**src/rtl/sleep_ctl_pkg.sv**
```systemverilog
package sleep_ctl_pkg;

    typedef enum logic [2:0] {
        PWR_ACTIVE  = 3'd0,
        PWR_PENDING = 3'd1,
        PWR_STORING = 3'd2,
        PWR_ASLEEP  = 3'd3,
        PWR_WAKING  = 3'd4
    } pwr_state_e;

    typedef enum logic [2:0] {
        CP_IDLE,
        CP_ADDR_OK,
        CP_REG_OK,
        CP_CODE_OK,
        CP_DEAD
    } cmd_phase_e;

    typedef struct packed {
        logic       addr_evt;
        logic [1:0] addr_sel;
        logic       addr_rw;
        logic       reg_evt;
        logic [7:0] reg_byte;
        logic       data_evt;
        logic [7:0] data_byte;
        logic       stop_evt;
        logic       xfer_abort;
    } bus_evt_t;

    localparam logic [1:0] SEL_NONE = 2'd0;
    localparam logic [1:0] SEL_CTRL = 2'd2;

    function automatic logic sel_is_device(input logic [1:0] sel);
        return sel != SEL_NONE;
    endfunction

    function automatic int unsigned max2(input int unsigned a, input int unsigned b);
        return (a > b) ? a : b;
    endfunction

endpackage

```
**src/rtl/sleep_cmd_decode.sv**
```systemverilog
module sleep_cmd_decode
    import sleep_ctl_pkg::*;
#(
    parameter logic [7:0] CMD_REG    = 8'hAA,
    parameter logic [7:0] SLEEP_CODE = 8'hB9
) (
    input  logic     clk,
    input  logic     rst,
    input  logic     enable,
    input  bus_evt_t ev,
    output logic     cmd_fire
);
    cmd_phase_e phase_q, phase_d;

    always_comb begin
        phase_d = phase_q;
        if (!enable || ev.xfer_abort || ev.stop_evt) begin
            phase_d = CP_IDLE;
        end else if (ev.addr_evt) begin
            phase_d = (ev.addr_sel == SEL_CTRL && !ev.addr_rw) ? CP_ADDR_OK : CP_DEAD;
        end else if (ev.reg_evt) begin
            phase_d = (phase_q == CP_ADDR_OK && ev.reg_byte == CMD_REG) ? CP_REG_OK : CP_DEAD;
        end else if (ev.data_evt) begin
            phase_d = (phase_q == CP_REG_OK && ev.data_byte == SLEEP_CODE) ? CP_CODE_OK : CP_DEAD;
        end
    end

    always_ff @(posedge clk) begin
        if (rst) phase_q <= CP_IDLE;
        else     phase_q <= phase_d;
    end

    assign cmd_fire = enable && ev.stop_evt && !ev.xfer_abort && (phase_q == CP_CODE_OK);

endmodule

```
**src/rtl/sleep_dirty_track.sv**
```systemverilog
module sleep_dirty_track (
    input  logic clk,
    input  logic rst,
    input  logic mem_wr,
    input  logic recall_evt,
    input  logic store_done,
    output logic dirty
);
    always_ff @(posedge clk) begin
        if (rst)                          dirty <= 1'b0;
        else if (mem_wr)                  dirty <= 1'b1;
        else if (recall_evt || store_done) dirty <= 1'b0;
    end
endmodule

```
**src/rtl/sleep_pwr_fsm.sv**
```systemverilog
module sleep_pwr_fsm
    import sleep_ctl_pkg::*;
#(
    parameter int unsigned T_SS    = 8,
    parameter int unsigned T_SLEEP = 20,
    parameter int unsigned T_WAKE  = 12
) (
    input  logic       clk,
    input  logic       rst,
    input  logic       cmd_fire,
    input  logic       wake_hit,
    input  logic       dirty,
    input  logic       store_done,
    output pwr_state_e state,
    output logic       store_req
);
    localparam int unsigned CNT_TOP = max2(T_SLEEP, T_WAKE);
    localparam int unsigned CW      = $clog2(CNT_TOP + 1);
    localparam logic [CW-1:0] SS_M1 = CW'(T_SS - 1);
    localparam logic [CW-1:0] SL_M1 = CW'(T_SLEEP - 1);
    localparam logic [CW-1:0] WK_M1 = CW'(T_WAKE - 1);
    localparam logic [CW-1:0] SAT   = CW'(CNT_TOP);

    pwr_state_e st_q, st_d;
    logic [CW-1:0] cnt_q;
    logic          need_q;

    always_comb begin
        st_d = st_q;
        unique case (st_q)
            PWR_ACTIVE:  if (cmd_fire)                   st_d = PWR_PENDING;
            PWR_PENDING: if (cnt_q == SS_M1)             st_d = PWR_STORING;
            PWR_STORING: if (!need_q && cnt_q >= SL_M1)  st_d = PWR_ASLEEP;
            PWR_ASLEEP:  if (wake_hit)                   st_d = PWR_WAKING;
            PWR_WAKING:  if (cnt_q == WK_M1)             st_d = PWR_ACTIVE;
            default:                                     st_d = PWR_ACTIVE;
        endcase
    end

    always_ff @(posedge clk) begin
        if (rst) begin
            st_q   <= PWR_ACTIVE;
            cnt_q  <= '0;
            need_q <= 1'b0;
        end else begin
            st_q <= st_d;
            if (st_d != st_q && (st_d == PWR_PENDING || st_d == PWR_WAKING))
                cnt_q <= '0;
            else if (cnt_q != SAT)
                cnt_q <= cnt_q + 1'b1;
            if (st_q == PWR_PENDING && st_d == PWR_STORING)
                need_q <= dirty;
            else if (st_q == PWR_STORING && store_done)
                need_q <= 1'b0;
        end
    end

    assign state     = st_q;
    assign store_req = (st_q == PWR_STORING) && need_q;

endmodule

```
**src/rtl/sleep_ctl_top.sv**
```systemverilog
module sleep_ctl_top
    import sleep_ctl_pkg::*;
#(
    parameter int unsigned T_SS       = 8,
    parameter int unsigned T_SLEEP    = 20,
    parameter int unsigned T_WAKE     = 12,
    parameter logic [7:0]  CMD_REG    = 8'hAA,
    parameter logic [7:0]  SLEEP_CODE = 8'hB9
) (
    input  logic       clk,
    input  logic       rst,
    input  logic       addr_evt,
    input  logic [1:0] addr_sel,
    input  logic       addr_rw,
    input  logic       reg_evt,
    input  logic [7:0] reg_byte,
    input  logic       data_evt,
    input  logic [7:0] data_byte,
    input  logic       stop_evt,
    input  logic       xfer_abort,
    input  logic       mem_wr,
    input  logic       recall_evt,
    input  logic       store_done,
    output logic       ack_en,
    output logic       store_req,
    output logic       busy_n,
    output logic       asleep,
    output logic [2:0] pwr_state
);
    bus_evt_t   ev;
    pwr_state_e st;
    logic       cmd_fire, dirty, wake_hit;

    assign ev = '{addr_evt: addr_evt, addr_sel: addr_sel, addr_rw: addr_rw,
                  reg_evt: reg_evt, reg_byte: reg_byte, data_evt: data_evt,
                  data_byte: data_byte, stop_evt: stop_evt, xfer_abort: xfer_abort};

    assign wake_hit = addr_evt && sel_is_device(addr_sel);

    sleep_cmd_decode #(.CMD_REG(CMD_REG), .SLEEP_CODE(SLEEP_CODE)) u_dec (
        .clk(clk), .rst(rst), .enable(ack_en), .ev(ev), .cmd_fire(cmd_fire)
    );

    sleep_dirty_track u_dirty (
        .clk(clk), .rst(rst), .mem_wr(mem_wr), .recall_evt(recall_evt),
        .store_done(store_done), .dirty(dirty)
    );

    sleep_pwr_fsm #(.T_SS(T_SS), .T_SLEEP(T_SLEEP), .T_WAKE(T_WAKE)) u_fsm (
        .clk(clk), .rst(rst), .cmd_fire(cmd_fire), .wake_hit(wake_hit),
        .dirty(dirty), .store_done(store_done), .state(st), .store_req(store_req)
    );

    assign ack_en    = (st == PWR_ACTIVE);
    assign busy_n    = !store_req;
    assign asleep    = (st == PWR_ASLEEP);
    assign pwr_state = st;

endmodule

```
**config.mk**
```make
export PLATFORM = sky130hd
export DESIGN_NAME = sleep_ctl_top
export DESIGN_NICKNAME = d
export VERILOG_FILES = /design/src/rtl/sleep_ctl_pkg.sv /design/src/rtl/sleep_cmd_decode.sv /design/src/rtl/sleep_dirty_track.sv /design/src/rtl/sleep_pwr_fsm.sv /design/src/rtl/sleep_ctl_top.sv
export SDC_FILE = /design/constraint.sdc
export NUM_CORES = 1
export LEC_CHECK = 0
export BUFFER_PORTS_ARGS = -buffer_cell sky130_fd_sc_hd__buf_2
export CELL_PAD_IN_SITES_DETAIL_PLACEMENT = 0
export CELL_PAD_IN_SITES_GLOBAL_PLACEMENT = 1
export CORE_AREA = 2 2 60 45
export DETAILED_ROUTE_END_ITERATION = 8
export DIE_AREA = 0 0 62 47
export HOLD_SLACK_MARGIN = 0.06
export PLACE_DENSITY_LB_ADDON = 0.12
export SLEW_MARGIN = 20
export SYNTH_ARGS = -nofsm -noshare
export SYNTH_HDL_FRONTEND = slang
export SYNTH_SLANG_ARGS = --single-unit
```
**constraint.sdc**
```tcl
create_clock -name clk -period 4 [get_ports clk]
set_input_delay 0.4 -clock clk [delete_from_list [all_inputs] [get_ports clk]]
set_output_delay 0.4 -clock clk [all_outputs]
set_load 0.02 [all_outputs]
```
Yosys cells after proc, flatten, opt, wreduce, memory -nomap -nowiden
Cells that the tools add are included.
Storage, ports and cells
  word-level logic and storage cells: 68
  bits in latches: 0
  RAM bits: 0
  input bits: 29
  memory bits (read-only): 0
  register bits: 13
  output and inout port bits: 7
  memories kept: 0
Operators by class
  div/mod/pow operators: 0
  reduce and logical (&&, ||, !) cells: 28
  $add $sub $neg: 1
  equal/unequal tests: 17
  mux-type cells: 16
  shifts and indexed selects: 0
  multipliers: 0
  order comparisons: 1
  bitwise gates (word level): 0
Operators with widths (count)
  2-to-1 mux 3 bit: 11
  == test 8 bit, second input constant: 2
  == test 3 x 2 -> 1 bit, second input constant: 5
  one-hot mux 3 bit (5 select lines): 1
  logical AND 1 bit: 12
  == test 3 x 1 -> 1 bit, second input constant: 3
  == test 3 bit, second input constant: 2
  nonzero test 2 bit: 3
  adder 5 x 1 -> 5 bit, second input constant: 1
  == test 5 x 3 -> 1 bit, second input constant: 1
  == test 5 x 4 -> 1 bit, second input constant: 1
  greater-or-equal comparator 5 bit, second input constant: 1
  logical NOT 1 bit: 5
  inequality test 5 bit, second input constant: 1
  logical OR 1 bit: 4
  2-to-1 mux 1 bit: 4
  OR reduction 2 bit: 2
  logical NOT 3 bit: 1
  inequality test 3 bit: 1
  nonzero test 3 bit: 1
  == test 2 bit, second input constant: 1

Depth between registers and ports, before layout
  word-level depth: 10
  gate-level depth with buffers: 6
  gate-level depth less buffers: 6

By module
A second synthesis with hierarchy kept.
Unflattened totals
  cells, all modules: 94
  area, all modules: 833.3 um^2
Modules (own cells, without submodules)
  sleep_pwr_fsm: sequential area each 180.2 um^2, area an instance 529.3 um^2, cells an instance 57, instances 1
  sleep_cmd_decode: sequential area each 60.1 um^2, area an instance 241.5 um^2, cells an instance 29, instances 1
  sleep_dirty_track: sequential area each 20.0 um^2, area an instance 37.5 um^2, cells an instance 4, instances 1
  sleep_ctl_top: sequential area each 0.0 um^2, area an instance 25.0 um^2, cells an instance 4, instances 1

Worst setup path before layout
OpenSTA, ideal clock, no wires.
  kind: reg-to-reg
  from: reg u_fsm.st_q[0] (netlist: u_fsm.state[0])
  to: reg u_fsm.cnt_q[0]
  stages on the path, launching flop included: 6
  library setup time: 0.119 ns
  arrival time: 1.736 ns
  required time: 3.881 ns
  path buffers: 1
  slack: 2.145 ns
  clock period less this slack: 1.855 ns
  cell sequence: dfxtp_1 > buf_6 > or4_4 > or4b_1 > nand3b_1 > nor2_1
Between the ends
  word-level cells in the longest chain between the ends: 10
  elaborated cells on any way between the ends: 20
  those cells by class: eq/ne: 7; mux: 6; reduce/logical: 7
Ends and longest elaborated chain
  start: declaration: line sleep_pwr_fsm.sv:24  | pwr_state_e st_q, st_d;
  start signal: assignment: line sleep_pwr_fsm.sv:46  | st_q <= st_d;
  logical NOT 3 bit: line sleep_pwr_fsm.sv:30, sleep_ctl_top.sv:54
  logical AND 1 bit (3 in a row): line sleep_cmd_decode.sv:33  | assign cmd_fire = enable && ev.stop_evt && !ev.xfer_abort && (phase_q == CP_CODE_OK);
  2-to-1 mux 3 bit: line sleep_pwr_fsm.sv:31  | PWR_ACTIVE: if (cmd_fire) st_d = PWR_PENDING;
  one-hot mux 3 bit (5 select lines): line sleep_pwr_fsm.sv:30  | unique case (st_q)
  == test 3 x 1 -> 1 bit or == test 3 bit (tied branches): line sleep_pwr_fsm.sv:47  | if (st_d != st_q && (st_d == PWR_PENDING || st_d == PWR_WAKING))
  logical OR 1 bit: line sleep_pwr_fsm.sv:47
  logical AND 1 bit (*): line sleep_pwr_fsm.sv:47
  OR reduction 2 bit (no line) (*)
  end signal: assignment: line sleep_pwr_fsm.sv:50  | cnt_q <= cnt_q + 1'b1;
  end: declaration: line sleep_pwr_fsm.sv:25  | logic [CW-1:0] cnt_q;
Mark *: on every way between the ends. The rest lies on a longest branch, timed or not.
A chain may end at the register's enable or synchronous reset.

Worst setup path in the final report
  from: reg u_fsm.st_q[2] (netlist: u_fsm.state[2])
  to: reg u_fsm.cnt_q[0]
The elaborated chain is that of the path after synthesis.

==> impl_metrics.csv <==
group,metric,value,unit
outcome,run_status,"finished, final reports clean",
sta,fin_crit_sh,0.477,
hold_path,hold_path.class,"in -> reg",
clocking,clkSinkCount,13,
sta,setup_viol,0,
clocking,cts_tree,"done",
layout,mostFrequentLayoutCells,"35 x buf_2, 13 x nor2_1, 13 x dfxtp_1, 6 x nor3_1, 6 x a21oi_1",
synthesis,synth_seq_cells,13,
grt,grt_pass1_vias,719,
grt,grt_overflow_total,0,
critical_path,cp.arrival,2.08,ns
clocking,ctsHoldBuffers,0,
detailed_routing,dr.pass1.iters,4,
detailed_routing,drcViolationCount,0,
clocking,cts_buffer_depth,2,
critical_path,endpoint_kind,"flip-flop",
power,ir_worst_vdd,0.178,mV
grt,grt_start_max_net_pins,11,
detailed_routing,finalWirelength,1780,microns
layout,antenna_cells,0,
floorplanning,core-area,2350,sq um
synthesis,syn-num-nets,119,
floorplanning,rows,15,
clocking,cts_setup_buffers,0,
sta,worst_pin_slew,0.515,ns
grt,antenna_found_initial,0,
sta,slew_headroom,0.652,
power,p_comb_frac,0.136,
power,p_sw_frac,0.258,
synthesis,synth_edf_count,0,
clocking,clk_latency,0.28,ns
placement,io_buffers,35,
grt,grt_usage,0.146,
sta,clock.fmax,524,MHz
sta,hold_violations,0,
synthesis,syn_avg_cell_area,8.47,sq um
clocking,numCtsBuffers,3,
clocking,clk_transition_reported_paths,0.09,ns
detailed_routing,drt_iter0_drc,63,
layout,syn_to_final_growth,31.2,%
floorplanning,die-area,2910,sq um
detailed_routing,vias_per_cell,4.89,
critical_path,cp.required,4.17,ns
sta,tns,0,ns
synthesis,yosys_warnings,0,
power,leakagePower,0.410,nW
power,p_int,192,uW
power,seqPwrFrac,0.533,
clocking,cts-root-buf,"clkbuf_4",
floorplanning,die_w,62,microns
placement,dpl.hpwl,1420,microns
grt,grt_pass1_wl,3120,microns
synthesis,yosysUniqueCellTypes,34,
synthesis,synthFlopType,"dfxtp_1",
synthesis,mappedNetlistArea,746,sq um
synthesis,syn-instance-count,88,
synthesis,synth.yosys.seq_area_share,0.349,
floorplanning,io_pins,36,
detailed_routing,antenna_left,0,
detailed_routing,vias,783,
sta,finClkSkew,0.00269,ns
sta,drv_slew,0,
flow_run,drv_cap,0,
layout,final_common_cell,"buf_2",
detailed_routing,wire_per_inst,11.1,microns
sta,finalCriticalPeriod,1.91,ns
layout,nets,158,
placement,gp_congestion,0.774,
floorplanning,dieHeight,47,microns
clocking,cts-resized-gates,0,
synthesis,postSynth.asyncResetShare,0,
layout,regArea,260,sq um
layout,multiInputGateArea,463,sq um
sta,rsz0062_at_grt,"false",
power,p_sw,66.7,uW
critical_path,startpoint_type,"flip-flop",
critical_path,crit_type,"reg -> reg",
critical_path,path_max_fanout,8,
layout,drive_gt1_frac,0.325,
power,clkPwrFrac,0.331,
clocking,htree_levels,1,
layout,final_util,0.417,
floorplanning,initial_utilization,0.318,
layout,fillers,252,
power,power_density,264,nW/um^2
## per-layer routing
metal / part of all wire / GRT usage / vias up
li1: - / - / 416
met1: 0.54 / 0.214 / 348
met2: 0.40 / 0.213 / 19
met3: 0.055 / 0.0523 / 0
met4: 0 / 0.0128 / 0
met5: 0 / 0 / -
## power by group through the flow
stage	Clock (mW)	Combinational, mW	Sequential (mW)
after detailed placement	0	0.0354	0.141
after CTS	0.0854	0.0354	0.137
final	0.0855	0.0352	0.138
after global placement	0	0.0350	0.140
after global routing	0.0917	0.0410	0.138
after floorplan	0	0.0167	0.139
## final timing paths
check                           slack [ns]  depth (start not counted)             start               end
worst min register to register        0.50                          2  u_dec.phase_q[2]  u_dec.phase_q[2]
worst max register to register        2.09                          4    u_fsm.state[2]    u_fsm.cnt_q[0]
worst min-delay path                  0.33                          3            mem_wr     u_dirty.dirty
worst max-delay path                  2.09                          4    u_fsm.state[2]    u_fsm.cnt_q[0]
## through the flow
step	setup WS (ns)	total power, mW	cell area (sq um)	std cells	hold WS, ns
2_1_floorplan	2.15	0.156	746	88	0.450
5_1_grt	1.98	0.271	978	160	0.352
6_report	2.09	0.258	978	160	0.329
4_1_cts	2.09	0.258	978	160	0.327
3_3_place_gp	2.10	0.175	952	156	0.472
3_5_place_dp	2.05	0.176	952	156	0.482
## cells in the mapped netlist (2+ instances only)
cell type / n / area [sq um]
a21oi_1: 6 / 30.0
dfxtp_1: 13 / 260
ha_1: 2 / 25.0
inv_1: 3 / 11.3
nand2_1: 5 / 18.8
nand3_1: 4 / 20.0
nand3b_1: 2 / 15.0
nand4b_1: 4 / 35.0
nor2_1: 13 / 48.8
nor3_1: 6 / 30.0
nor4bb_1: 3 / 30.0
o21ai_0: 2 / 10.0
or3_1: 3 / 18.8
xnor2_1: 2 / 17.5
## flip-flops by register name (all words and copies together) (netlist names)
name	cells
u_fsm.need_q	1
u_fsm.state	3
u_dec.phase_q	3
u_dirty.dirty	1
u_fsm.cnt_q	5
## cells by family (layout without fill, tap and decap cells)
family	after synthesis	count (layout)	share of synthesized area
multiplexers	1	1	0.0134
AO/OA/AOI/OAI	17	17	0.149
adder cells (fa/ha/maj)	2	2	0.0336
XOR/XNOR	3	3	0.0352
flip-flops	13	13	0.349
AND/OR/NAND/NOR	48	48	0.389
buffers and inverters	4	42	0.0302
## final cells by class
cell class / count / share of cell area
multi-input cells: 71 / 0.473
clock buffers: 4 / 0.0269
repair buffers: 35 / 0.179
inverters: 3 / 0.0115
well taps: 34 / 0.0435
flip-flops and latches: 13 / 0.266
## critical path, cell delays in order, from the launching register on
cell and delay (ns):
dfxtp_1 0.38, or4_4 0.57, or4b_1 0.55, nand3b_1 0.22, nor2_1 0.08
Power figures use the tool's default switching activity.
